[src/rtl/ssv_pkg.sv]
package ssv_pkg;

    typedef enum logic [2:0] {
        S_IDLE,
        S_SV_WR,
        S_SV_ST,
        S_LD_ST,
        S_LD_UNPK,
        S_LD_RQ,
        S_LD_WR,
        S_DONE
    } ssv_state_e;

    localparam logic OP_SAVE = 1'b0;
    localparam logic OP_LOAD = 1'b1;

endpackage

[src/rtl/ssv_sp_check.sv]
module ssv_sp_check #(
    parameter int DEPTH = 14,
    parameter int HW    = 8
) (
    input  logic [HW-1:0] sp,
    output logic          ok
);
    // A pointer is usable only up to DEPTH; DEPTH+2 entries must stay addressable
    localparam logic [HW-1:0] SP_MAX = HW'(DEPTH);

    always_comb begin
        ok = (sp <= SP_MAX);
    end
endmodule

[src/rtl/ssv_status_codec.sv]
module ssv_status_codec #(
    parameter int W = 16
) (
    input  logic [W/2-1:0] pk_brk,
    input  logic [W/2-1:0] pk_sp,
    output logic [W-1:0]   pk_word,
    input  logic [W-1:0]   up_word,
    output logic [W/2-1:0] up_brk,
    output logic [W/2-1:0] up_sp
);
    localparam int HW = W / 2;

    always_comb begin
        pk_word = {pk_brk, pk_sp};
        up_brk  = up_word[W-1:HW];
        up_sp   = up_word[HW-1:0];
    end
endmodule

[src/rtl/ssv_addr.sv]
module ssv_addr #(
    parameter int AW = 16,
    parameter int OW = 5
) (
    input  logic [AW-1:0] base,
    input  logic [OW-1:0] off,
    output logic [AW-1:0] addr
);
    always_comb begin
        addr = base + AW'(off);
    end
endmodule

[src/rtl/stack_state_saver.sv]
module stack_state_saver
    import ssv_pkg::*;
#(
    parameter int DEPTH = 14,
    parameter int W     = 16,
    parameter int AW    = 16
) (
    input  logic                         clk,
    input  logic                         rst_n,
    input  logic                         start,
    input  logic                         mode,
    input  logic [AW-1:0]                base,
    input  logic [W/2-1:0]               sp_in,
    output logic                         sp_we,
    output logic [W/2-1:0]               sp_out,
    input  logic [W/2-1:0]               brk_in,
    output logic                         brk_we,
    output logic [W/2-1:0]               brk_out,
    output logic [$clog2(DEPTH+3)-1:0]   stk_idx,
    input  logic [W-1:0]                 stk_rdata,
    output logic                         stk_we,
    output logic [W-1:0]                 stk_wdata,
    output logic                         mem_req,
    output logic                         mem_we,
    output logic [AW-1:0]                mem_addr,
    output logic [W-1:0]                 mem_wdata,
    input  logic [W-1:0]                 mem_rdata,
    output logic                         busy,
    output logic                         done,
    output logic                         err
);
    localparam int HW = W / 2;
    localparam int IW = $clog2(DEPTH + 3);
    localparam logic [IW-1:0] STAT_OFF = IW'(DEPTH);

    typedef struct packed {
        ssv_state_e    st;
        logic          mode;
        logic [IW-1:0] cnt;
        logic [HW-1:0] sp;
        logic [HW-1:0] brk;
        logic [AW-1:0] base;
        logic          err;
    } ctl_t;

    ctl_t ctl_d, ctl_q;

    logic          sv_ok;
    logic          ld_ok;
    logic [W-1:0]  stat_word;
    logic [HW-1:0] ld_brk;
    logic [HW-1:0] ld_sp;
    logic [IW-1:0] mem_off;
    logic          last_word;

    ssv_sp_check #(.DEPTH(DEPTH), .HW(HW)) u_sv_chk (
        .sp (sp_in),
        .ok (sv_ok)
    );

    ssv_sp_check #(.DEPTH(DEPTH), .HW(HW)) u_ld_chk (
        .sp (ld_sp),
        .ok (ld_ok)
    );

    ssv_status_codec #(.W(W)) u_codec (
        .pk_brk  (ctl_q.brk),
        .pk_sp   (ctl_q.sp),
        .pk_word (stat_word),
        .up_word (mem_rdata),
        .up_brk  (ld_brk),
        .up_sp   (ld_sp)
    );

    ssv_addr #(.AW(AW), .OW(IW)) u_addr (
        .base (ctl_q.base),
        .off  (mem_off),
        .addr (mem_addr)
    );

    // Transfer covers vector words 0 .. SP+1
    always_comb begin
        last_word = (HW'(ctl_q.cnt) == ctl_q.sp + HW'(1));
    end

    always_comb begin
        ctl_d     = ctl_q;
        stk_idx   = '0;
        stk_we    = 1'b0;
        stk_wdata = '0;
        mem_req   = 1'b0;
        mem_we    = 1'b0;
        mem_off   = '0;
        mem_wdata = '0;
        sp_we     = 1'b0;
        sp_out    = '0;
        brk_we    = 1'b0;
        brk_out   = '0;

        case (ctl_q.st)
            S_IDLE: begin
                if (start) begin
                    ctl_d.base = base;
                    ctl_d.mode = mode;
                    ctl_d.err  = 1'b0;
                    ctl_d.cnt  = '0;
                    if (mode == OP_LOAD) begin
                        ctl_d.st = S_LD_ST;
                    end else if (!sv_ok) begin
                        ctl_d.err = 1'b1;
                        ctl_d.st  = S_DONE;
                    end else begin
                        ctl_d.sp  = sp_in;
                        ctl_d.brk = brk_in;
                        ctl_d.st  = S_SV_WR;
                    end
                end
            end

            S_SV_WR: begin
                stk_idx   = ctl_q.cnt + IW'(1);
                mem_req   = 1'b1;
                mem_we    = 1'b1;
                mem_off   = ctl_q.cnt;
                mem_wdata = stk_rdata;
                ctl_d.cnt = ctl_q.cnt + IW'(1);
                if (last_word) begin
                    ctl_d.st = S_SV_ST;
                end
            end

            S_SV_ST: begin
                mem_req   = 1'b1;
                mem_we    = 1'b1;
                mem_off   = STAT_OFF;
                mem_wdata = stat_word;
                sp_we     = 1'b1;
                sp_out    = '0;
                brk_we    = 1'b1;
                brk_out   = '0;
                ctl_d.st  = S_DONE;
            end

            S_LD_ST: begin
                mem_req  = 1'b1;
                mem_off  = STAT_OFF;
                ctl_d.st = S_LD_UNPK;
            end

            S_LD_UNPK: begin
                if (!ld_ok) begin
                    ctl_d.err = 1'b1;
                    ctl_d.st  = S_DONE;
                end else begin
                    brk_we    = 1'b1;
                    brk_out   = ld_brk;
                    sp_we     = 1'b1;
                    sp_out    = ld_sp;
                    ctl_d.sp  = ld_sp;
                    ctl_d.brk = ld_brk;
                    ctl_d.cnt = '0;
                    ctl_d.st  = S_LD_RQ;
                end
            end

            S_LD_RQ: begin
                mem_req  = 1'b1;
                mem_off  = ctl_q.cnt;
                ctl_d.st = S_LD_WR;
            end

            S_LD_WR: begin
                stk_idx   = ctl_q.cnt + IW'(1);
                stk_we    = 1'b1;
                stk_wdata = mem_rdata;
                ctl_d.cnt = ctl_q.cnt + IW'(1);
                ctl_d.st  = last_word ? S_DONE : S_LD_RQ;
            end

            S_DONE: begin
                ctl_d.st = S_IDLE;
            end

            default: begin
                ctl_d.st = S_IDLE;
            end
        endcase
    end

    always_ff @(posedge clk or negedge rst_n) begin
        if (!rst_n) begin
            ctl_q <= '{st: S_IDLE, mode: 1'b0, cnt: '0, sp: '0, brk: '0, base: '0, err: 1'b0};
        end else begin
            ctl_q <= ctl_d;
        end
    end

    always_comb begin
        busy = (ctl_q.st != S_IDLE);
        done = (ctl_q.st == S_DONE);
        err  = done & ctl_q.err;
    end

    // an out-of-range save pointer is answered by an error completion
    a_r1_reject_save: assert property (@(posedge clk) disable iff (!rst_n)
        (ctl_q.st == S_IDLE && start && mode == OP_SAVE && sp_in > HW'(DEPTH)) |=> (done && err));

    // pointer/break clearing on save coincides with the status write
    a_r3_status_with_clear: assert property (@(posedge clk) disable iff (!rst_n)
        (sp_we && ctl_q.mode == OP_SAVE) |->
            (mem_req && mem_we && mem_addr == ctl_q.base + AW'(DEPTH)
             && mem_wdata[HW-1:0] == ctl_q.sp));

    // restored entries never touch entry 0 or go past DEPTH+2
    a_r6_entry_range: assert property (@(posedge clk) disable iff (!rst_n)
        stk_we |-> (stk_idx != '0 && stk_idx <= IW'(DEPTH + 2)));

    // an error completion follows a cycle with no register-file update
    a_r7_err_no_write: assert property (@(posedge clk) disable iff (!rst_n)
        err |-> (!$past(sp_we) && !$past(brk_we) && !$past(stk_we)));

    // completion is a single-cycle pulse
    a_r8_done_pulse: assert property (@(posedge clk) disable iff (!rst_n)
        done |=> !done);

    // nothing is driven while idle
    a_r9_idle_quiet: assert property (@(posedge clk) disable iff (!rst_n)
        !busy |-> !(mem_req || stk_we || sp_we || brk_we));

endmodule

[config.mk]
export PLATFORM = sky130hd
export DESIGN_NAME = stack_state_saver
export DESIGN_NICKNAME = d
export VERILOG_FILES = /design/src/rtl/ssv_pkg.sv /design/src/rtl/ssv_sp_check.sv /design/src/rtl/ssv_status_codec.sv /design/src/rtl/ssv_addr.sv /design/src/rtl/stack_state_saver.sv
export SDC_FILE = /design/constraint.sdc
export NUM_CORES = 1
export LEC_CHECK = 0
export ABC_CLOCK_PERIOD_IN_PS = 3500
export CAP_MARGIN = 10
export CORE_ASPECT_RATIO = 0.75
export CORE_UTILIZATION = 25
export DETAILED_ROUTE_END_ITERATION = 10
export SYNTH_ARGS = -nofsm -noshare
export SYNTH_HDL_FRONTEND = slang
export SYNTH_SLANG_ARGS = --single-unit
export TNS_END_PERCENT = 30
[constraint.sdc]
create_clock -name clk -period 3.5 [get_ports clk]
set_input_delay 0.35 -clock clk [delete_from_list [all_inputs] [get_ports clk]]
set_output_delay 0.35 -clock clk [all_outputs]
set_load 0.005 [all_outputs]
# Word level (Yosys, flattened, before mapping)
# Cells that the tools add are included.
# totals
ff_bits	42
elab_cells	70
# op_classes
add_sub_neg	3
order_cmp	2
n_eq_ne	14
n_mux	29
bitwise	1
n_reduce_logical	14
# op_table
operator	n
$pmux 16 s2	2
$mux 16	3
$mux 42	1
$mux 8	4
$pmux 3 s8	1
$mux 21	1
$add 16x5->16	1
$le 8x4->1 const B	2
$pmux 5 s3	1
$eq 3x3->1 const B	4
$ne 2x2->1 const B	6
$pmux 5 s2	1
$mux 3	3
$add 8x1->8 const B	1
$eq 5x8->1	1
$reduce_or 2->1	4
$mux 1	7
$eq 3x2->1 const B	2
$reduce_and 3->1	2
$reduce_bool 3->1	2
$add 5x1->5 const B	1
$mux 5	1
$reduce_and 5->1	1
$mux 2	2
other kinds (7)	9

# Longest topological paths before layout
# Gate-level depths: netlist of run 1.
# depth
depth_word	5
mapped_depth	11

# Modules after synthesis
# A second synthesis of run 1 with hierarchy kept.
# unflattened
cells_unflattened	381
area_unflattened_um2	3372.0
# modules_own_cells
module	instances	cells_each	area_per_inst_um2	seq_area_each_um2
stack_state_saver	1	294	2715.1	1026.0
ssv_addr	1	51	384.1	0.0
ssv_status_codec	1	32	240.2	0.0
ssv_sp_check	2	2	16.3	0.0

# Worst setup path after synthesis of run 1
# OpenSTA, ideal clock, no wires.
# synth_path
path_kind	register to output
from	register ctl_q[39] in the netlist's numbering
to	output mem_addr[8]
arrival_time_ns	2.397
required_ns	3.150
setup_slack_ns	0.753
path_stages_with_launch	12
cell_sequence	dfrtp_1 -> buf_2 -> nor2b_1 -> and2_1 -> ha_1 -> inv_1 -> fa_1 -> nor2b_1 -> o21ai_0 -> a21boi_0 -> o2111ai_1 -> xnor2_1
# synth_via
elab_chain_len	4
word_cells_on_any_way	8
classes_between	1 x add/sub; 4 x eq/ne; 1 x mux; 2 x reduce/logical
# synth_lines
item	line_no	source
start: declaration	stack_state_saver.sv:46	ctl_t ctl_d, ctl_q;
start signal: assignment	stack_state_saver.sv:192	ctl_q <= '{st: S_IDLE, mode: 1'b0, cnt: '0, sp: '0, brk: '0, base: '0, err: 1'b0};
start signal: assignment	stack_state_saver.sv:194	ctl_q <= ctl_d;
$eq 3x1->1 (tied with other cells)	stack_state_saver.sv:100	case (ctl_q.st)
$reduce_or 2->1 (no line)	--	
$pmux 5 s2 (*)	stack_state_saver.sv:100	
$add 16x5->16 (*)	ssv_addr.sv:10	addr = base + AW'(off);
end: declaration	stack_state_saver.sv:25	output logic [AW-1:0] mem_addr,
# Mark *: on every way between the ends. The rest lies on a longest branch, timed or not.

# Worst setup path in the final report of run 1
# layout_path
from	register ctl_q[40] in the netlist's numbering
to	output mem_addr[10]
# Same word-level chain as after synthesis.

==> reports/summary.txt, run 1 <==
Rel. slew slack: 35.1%
vias in the first global route: 2,978
Clk Latency, worst-skew pair: 0.28 ns
die width: 129 um
Top Ports: 145
critical path peak fanout: 6
CP Launch Type: flip-flop
Max VDD drop: 0.308 mV
Post-Syn Area per Cell: 9.04 um^2
worst path bufs/invs: 3
Distinct cells, synth: 49
final critical-path required period: 3.33 ns
critical path's top delay family: buffers and inverters
routed vias/inst: 4.69
top cells by count, synth: 41 x dfrtp_1, 33 x and2_1, 27 x nor2_1
Clock transition at path regs: 0.06 ns
starting density of the core: 25.8%
Critical Path RT: 3.15 ns
ratio of cells with drive above 1 in the final layout: 12.3%
area leader, netlist: dfrtp_1
CTS HTree Levels: 2
Gate Count Post-Synth: 333
clock tree buffer depth: 2
Main synth FF type: dfrtp_1
max-cap violation count: 0
IO buf count: 140
Final HPWL DP: 7370 um
Final Hold Viols: 0
Yosys reg bits: 41
Die H: 97.0 um
DRC viols: 0
crit path DAT: 2.98 ns
mapped cell area: 3010 um^2
Post-CTS Hold Fix Bufs: 0
register area share after synthesis: 34.1%
Routability Congestion: 0.791
TritonRoute pass-1 iters: 4
FP Rows: 34
Crit-path slowest cell: clkdlybuf4s50_1
status: finished, final reports clean
initial antenna violation count: 0
clock sink count: 41
Slew @ Worst Pin: 0.974 ns
top-area cell type share of the netlist area: 34.1%
final cell count without fillers: 632
P&R area growth vs syn: 58.4%
crit end category: output pin
Die ar.: 12,500 um^2
count leader, synth: dfrtp_1
top post-synthesis cells by area: dfrtp_1 34%, and2_1 6.9%, mux2_2 5.6%
largest net degree at the start of global routing: 42
Place WS: 0.271 ns
Final Skew: 0.00293 ns
GR Overflow Total: 0
final worst setup slack: 0.170 ns
async set-reset flop share out of synthesis: 100%
Critical Path Max Stage Delay: 0.53 ns
final wirelength: 9590 um
Antenna Cells: 0
Biggest register: ctl_q
Setup TNS: 0 ns
max reg flops: 41
Core Region: 11,700 um^2
Tot Pwr: 3.41 mW
via count: 2,967
Tcrit/Tclk final: 95.1%
type of the worst setup path: flip-flop to output pin
biggest regs: ctl_q (41)
TritonCTS clock tree: yes
synth warn: 0
P_leak: 1.96 nW
hold crit path type: primary input to asynchronous set/reset pin
Num CTS Buffers: 5
Final Max Slew Viols: 0
GR Util All Layers: 15.7%
PwrDens: 715 nW/um^2
first-pass GRT wire length: 15,400 um
Post-synth EDFFs: 0
worst path cell trace: nor2b_4, and2_1, ha_1, inv_1, fa_2, nor2b_1, o21ai_0, a21boi_1, buf_4, o211ai_1, xnor2_1, clkdlybuf4s50_1
root buffer cell: clkbuf_16
1st-iter DRT viols: 118
dpl cells: 623
Fmax achieved: 0.300 GHz
Post-layout nets: 546
Antenna Nets Post-Route: 0
routed len/inst: 15.2 um
final setup fails: 0
[cell type report]
class	instances	area [um^2]
Tap cell	162	203
Clock inverter	2	35.0
Inverter	8	30.0
Fill cell	1154	6890
Sequential cell	41	1030
Multi-Input combinational cell	262	1860
Timing Repair Buffer	152	1490
Clock buffer	5	125
[kinds of logic after synthesis]
family | after synthesis | synth area share [%]
AO/OA/AOI/OAI | 67 | 18.0
XOR/XNOR | 21 | 6.11
adder cells (fa/ha/maj) | 8 | 3.57
buffers and inverters | 33 | 5.57
flip-flops | 41 | 34.1
multiplexers | 16 | 5.94
other | 1 | 0.125
AND/OR/NAND/NOR | 146 | 26.6
[metal layers]
metal  vias to the layer above  part of all wire (%)  track usage (%)
met5                         -                     0                0
met4                         0                  0.65             3.62
met3                         4                   7.1             3.87
met2                       115                    45             24.8
met1                      1397                    47             21.3
li1                       1451                     -                -
[placed cells by master, fill, tap and decap left out, drive strengths merged, types with 2 or more instances in the layout]
| master | n |
|---|---|
| a211oi | 3 |
| and2b | 2 |
| o211ai | 3 |
| clkdlybuf4s50 | 137 |
| dlymetal6s2s | 2 |
| dfrtp | 41 |
| conb | 4 |
| and3 | 4 |
| ha | 7 |
| mux2 | 15 |
| or2 | 3 |
| nor2 | 28 |
| a21o | 10 |
| nor3 | 13 |
| xnor2 | 9 |
| nand3 | 19 |
| nor3b | 2 |
| or3 | 2 |
| clkbuf | 5 |
| nand2 | 19 |
| a31oi | 13 |
| a21oi | 7 |
| o21ai | 9 |
| nand2b | 2 |
| inv | 8 |
| nand4 | 3 |
| buf | 13 |
| a22o | 17 |
| xor2 | 12 |
| and4 | 2 |
| nor4 | 2 |
| nor2b | 7 |
| and2 | 33 |
[path summary, 6_finish.rpt]
| path | start | to | slack (ns) | cells past startpoint |
|---|---|---|---|---|
| max in group asynchronous | rst_n | ctl_q[36] | 2.67 | 1 |
| max | ctl_q[40] | mem_addr[10] | 0.17 | 12 |
| min in group clk | ctl_q[1] | ctl_q[1] | 0.52 | 1 |
| max reg2reg | ctl_q[40] | ctl_q[30] | 0.95 | 6 |
| min | rst_n | ctl_q[13] | 0.22 | 1 |
| min reg2reg | ctl_q[1] | ctl_q[1] | 0.52 | 1 |
[report_power, final]
group          switching, mW  internal, mW  total, mW
Clock                  0.182         0.331      0.513
Sequential             0.258         0.682      0.940
Combinational          0.840          1.12       1.96
Total                   1.28          2.13       3.41
[timing repair]
| item | CTS | global route |
|---|---|---|
| setup endpoints to repair | 5 | 11 |
| resized for setup | 1 | 10 |
| buffers inserted | 0 | 2 |
| pin swaps | 0 | 4 |
[per-stage QoR]
stage	hold WS, ns	instance area (um^2)	util, %
4_1_cts	0.263	4720	40.5
3_3_place_gp	0.511	4560	39.1
3_5_place_dp	0.510	4560	39.1
5_1_grt	0.303	4770	40.9
2_1_floorplan	0.0544	3020	-
6_report	0.218	4770	40.9
Note: power is estimated with default switching activity, not from simulation.
==> run 2: changes to the inputs <==
--- a/config.mk
+++ b/config.mk
@@ -10,6 +10,7 @@
 export CORE_ASPECT_RATIO = 0.75
 export CORE_UTILIZATION = 25
 export DETAILED_ROUTE_END_ITERATION = 10
+export PLACE_DENSITY = 0.5
 export SYNTH_ARGS = -nofsm -noshare
 export SYNTH_HDL_FRONTEND = slang
 export SYNTH_SLANG_ARGS = --single-unit
==> run 2 against run 1 <==
Clock-buffer cell count is 2 higher; worst hold slack worse by 0.015 ns; clock power up 4.9%; global-route usage rose by 0.17 points; combinational power barely moved; critical path type unchanged; cell count rose by 0.47%; largest power group unchanged; non-clock buffer count is 2 higher; first-iteration DRC count increased by 7.6%.
==> reports/summary.txt, run 2 (same netlist as run 1, synthesis figures left out) <==
Routability Congestion: 0.747 (was 0.791)
P&R area growth vs syn: 58.9% (was 58.4%)
Tot Pwr: 3.42 mW (was 3.41 mW)
PwrDens: 714 nW/um^2 (was 715 nW/um^2)
Tcrit/Tclk final: 95.2% (was 95.1%)
largest net degree at the start of global routing: 42 (unchanged)
critical path peak fanout: 6 (unchanged)
initial antenna violation count: 0 (unchanged)
routed len/inst: 15.0 um (was 15.2 um)
GR Util All Layers: 15.8% (was 15.7%)
routed vias/inst: 4.62 (was 4.69)
GR Overflow Total: 0 (unchanged)
final setup fails: 0 (unchanged)
IO buf count: 140 (unchanged)
TritonRoute pass-1 iters: 4 (unchanged)
CTS HTree Levels: 2 (unchanged)
Register Area: 1030 um^2 (unchanged)
Metal-1 WL: 4610 um (was 4510 um)
final std cell area, no fill: 4780 um^2 (was 4770 um^2)
P_sw: 1.26 mW (was 1.28 mW)
clock tree buffer depth: 2 (unchanged)
Sw Ratio: 36.9% (was 37.5%)
Top Ports: 145 (unchanged)
Final Max Slew Viols: 0 (unchanged)
Final Hold Viols: 0 (unchanged)
final critical-path required period: 3.33 ns (about the same)
P_leak: 1.97 nW (was 1.96 nW)
commonest non-fill, non-tap cell in the layout: clkdlybuf4s50_1 (unchanged)
met2 wire length: 4200 um (was 4340 um)
TritonCTS clock tree: yes (unchanged)
Antenna Cells: 0 (unchanged)
Final HPWL DP: 7410 um (was 7370 um)
Fill cells: 1,178 (was 1,154)
Die ar.: 12,500 um^2 (unchanged)
final core occ: 41.0% (was 40.9%)
via count: 2,931 (was 2,967)
root buffer cell: clkbuf_16 (unchanged)
Reg2Reg Setup Slack: 0.97 ns (was 0.95 ns)
CP Launch Type: flip-flop (unchanged)
power share of the sequential group: 27.2% (was 27.6%)
dpl cells: 626 (was 623)
crit path DAT: 2.98 ns (about the same)
R2R cell count: 6 (unchanged)
hold crit path type: primary input to asynchronous set/reset pin (unchanged)
Crit-path slowest cell: clkdlybuf4s50_1 (unchanged)
part of the power in the clock network: 15.7% (was 15.1%)
biggest regs: ctl_q (41) (unchanged)
Post-layout nets: 548 (was 546)
Clock transition at path regs: 0.06 ns (about the same)
status: finished, final reports clean (unchanged)
Critical R2R Capture: ctl_q[30] (unchanged)
Max VDD drop: 0.271 mV (was 0.308 mV)
crit end category: output pin (unchanged)
critical path's top delay family: buffers and inverters (unchanged)
Biggest register: ctl_q (unchanged)
Setup TNS: 0 ns (unchanged)
Clk Latency, worst-skew pair: 0.28 ns (about the same)
first-pass GRT wire length: 15,600 um (was 15,400 um)
1st-iter DRT viols: 127 (was 118)
Final Skew: 0.00599 ns (was 0.00293 ns)
Critical Path Max Stage Delay: 0.51 ns (was 0.53 ns)
FP Rows: 34 (unchanged)
max-cap violation count: 0 (unchanged)
Top Layer Used: met4 (unchanged)
most frequent cells in the layout: 137 x clkdlybuf4s50_1, 41 x dfrtp_1, 33 x and2_1, 27 x nor2_1 (was 137 x clkdlybuf4s50_1, 41 x dfrtp_1, 33 x and2_1, 26 x nor2_1)
Critical Path RT: 3.15 ns (about the same)
ratio of cells with drive above 1 in the final layout: 12.3% (about the same)
starting density of the core: 25.8% (unchanged)
Internal: 2.16 mW (was 2.13 mW)
Rel. slew slack: 38.1% (was 35.1%)
R2R Path Start: ctl_q[40] (unchanged)
final cell count without fillers: 635 (was 632)
placement-stage cell area: 4580 um^2 (was 4560 um^2)
type of the worst setup path: flip-flop to output pin (unchanged)
vias in the first global route: 3,042 (was 2,978)
Fmax achieved: 0.300 GHz (about the same)
clock sink count: 41 (unchanged)
Comb pwr share: 57.1% (was 57.4%)
Core Region: 11,700 um^2 (unchanged)
worst path cell trace: nor2b_4, and2_1, ha_1, inv_1, fa_1, nor2b_1, o21ai_0, a21boi_1, buf_4, o2111ai_1, xnor2_1, clkdlybuf4s50_1 (was nor2b_4, and2_1, ha_1, inv_1, fa_2, nor2b_1, o21ai_0, a21boi_1, buf_4, o211ai_1, xnor2_1, clkdlybuf4s50_1)
DRC viols: 0 (unchanged)
Num CTS Buffers: 5 (unchanged)
worst path bufs/invs: 3 (unchanged)
Antenna Nets Post-Route: 0 (unchanged)
max reg flops: 41 (unchanged)
die width: 129 um (unchanged)
Multi-input gate area: 1840 um^2 (was 1860 um^2)
final wirelength: 9540 um (was 9590 um)
Die H: 97.0 um (unchanged)
WL met3: 649 um (was 683 um)
Slew @ Worst Pin: 0.929 ns (was 0.974 ns)
run 2: power by group through the flow:
stage / combinational [mW] / sequential [mW] / clock, mW
after floorplan: 1.09 / 0.827 / 0
after global placement: 1.92 / 0.926 / 0
after detailed placement: 1.93 / 0.928 / 0
after CTS: 1.95 / 0.923 / 0.551
after global routing: 2.15 / 0.969 / 0.569
final: 1.95 / 0.928 / 0.538
run 2: layout make-up:
class                   instances  area share (%)
multi-input cells             262            38.6
repair buffers                154            31.5
flip-flops and latches         41            21.5
well taps                     162            4.24
clock buffers                   7            2.98
clock inverters                 1           0.628
inverters                       8           0.628
run 2: how the worst max path moves through the flow:
| stage | from | to | slack, ns | cells after the start |
|---|---|---|---|---|
| after CTS | ctl_q[40] | mem_addr[11] | 0.06 | 12 |
| after floorplan | ctl_q[39] | mem_addr[8] | 0.75 | 11 |
| after global placement | ctl_q[40] | mem_addr[8] | 0.40 | 12 |
| after detailed placement | ctl_q[40] | mem_addr[14] | 0.30 | 12 |
| final | ctl_q[40] | mem_addr[8] | 0.17 | 12 |
| after global routing | ctl_q[40] | mem_addr[10] | -0.04 | 12 |
run 2: worst reg2reg max path: stages (launching register included):
cell and delay, ns:
dfrtp_1 0.42, buf_4 0.20, or3b_4 0.50, nor3_4 0.57, a2bb2oi_4 0.19, buf_4 0.32, and2b_1 0.24
run 2: layer usage:
| metal | track usage [%] | up-vias |
|---|---|---|
| li1 | - | 1456 |
| met3 | 3.48 | 6 |
| met2 | 24.7 | 106 |
| met4 | 2.99 | 0 |
| met1 | 22.4 | 1363 |
| met5 | 0 | - |
run 2: stage by stage:
step	setup WS [ns]	hold slack [ns]
after floorplan	0.753	0.0544
after global placement	0.398	0.504
after detailed placement	0.299	0.505
after CTS	0.0556	0.252
after global routing	-0.0364	0.291
final	0.167	0.204
run 2: timing repair:
| action | CTS | global route |
|---|---|---|
| buffers inserted | 0 | 1 |
| pin swaps | 0 | 2 |
| gates resized for setup | 1 | 7 |
| setup endpoints to repair | 1 | 11 |
| hold buffers | 0 | 0 |
==> run 3: changes to the inputs <==
--- a/config.mk
+++ b/config.mk
@@ -11,6 +11,7 @@
 export CORE_UTILIZATION = 25
 export DETAILED_ROUTE_END_ITERATION = 10
 export PLACE_DENSITY = 0.5
+export SLEW_MARGIN = 10
 export SYNTH_ARGS = -nofsm -noshare
 export SYNTH_HDL_FRONTEND = slang
 export SYNTH_SLANG_ARGS = --single-unit
==> results of run 3 <==
The final DEF is identical to that of run 2; final timing and power are the same.
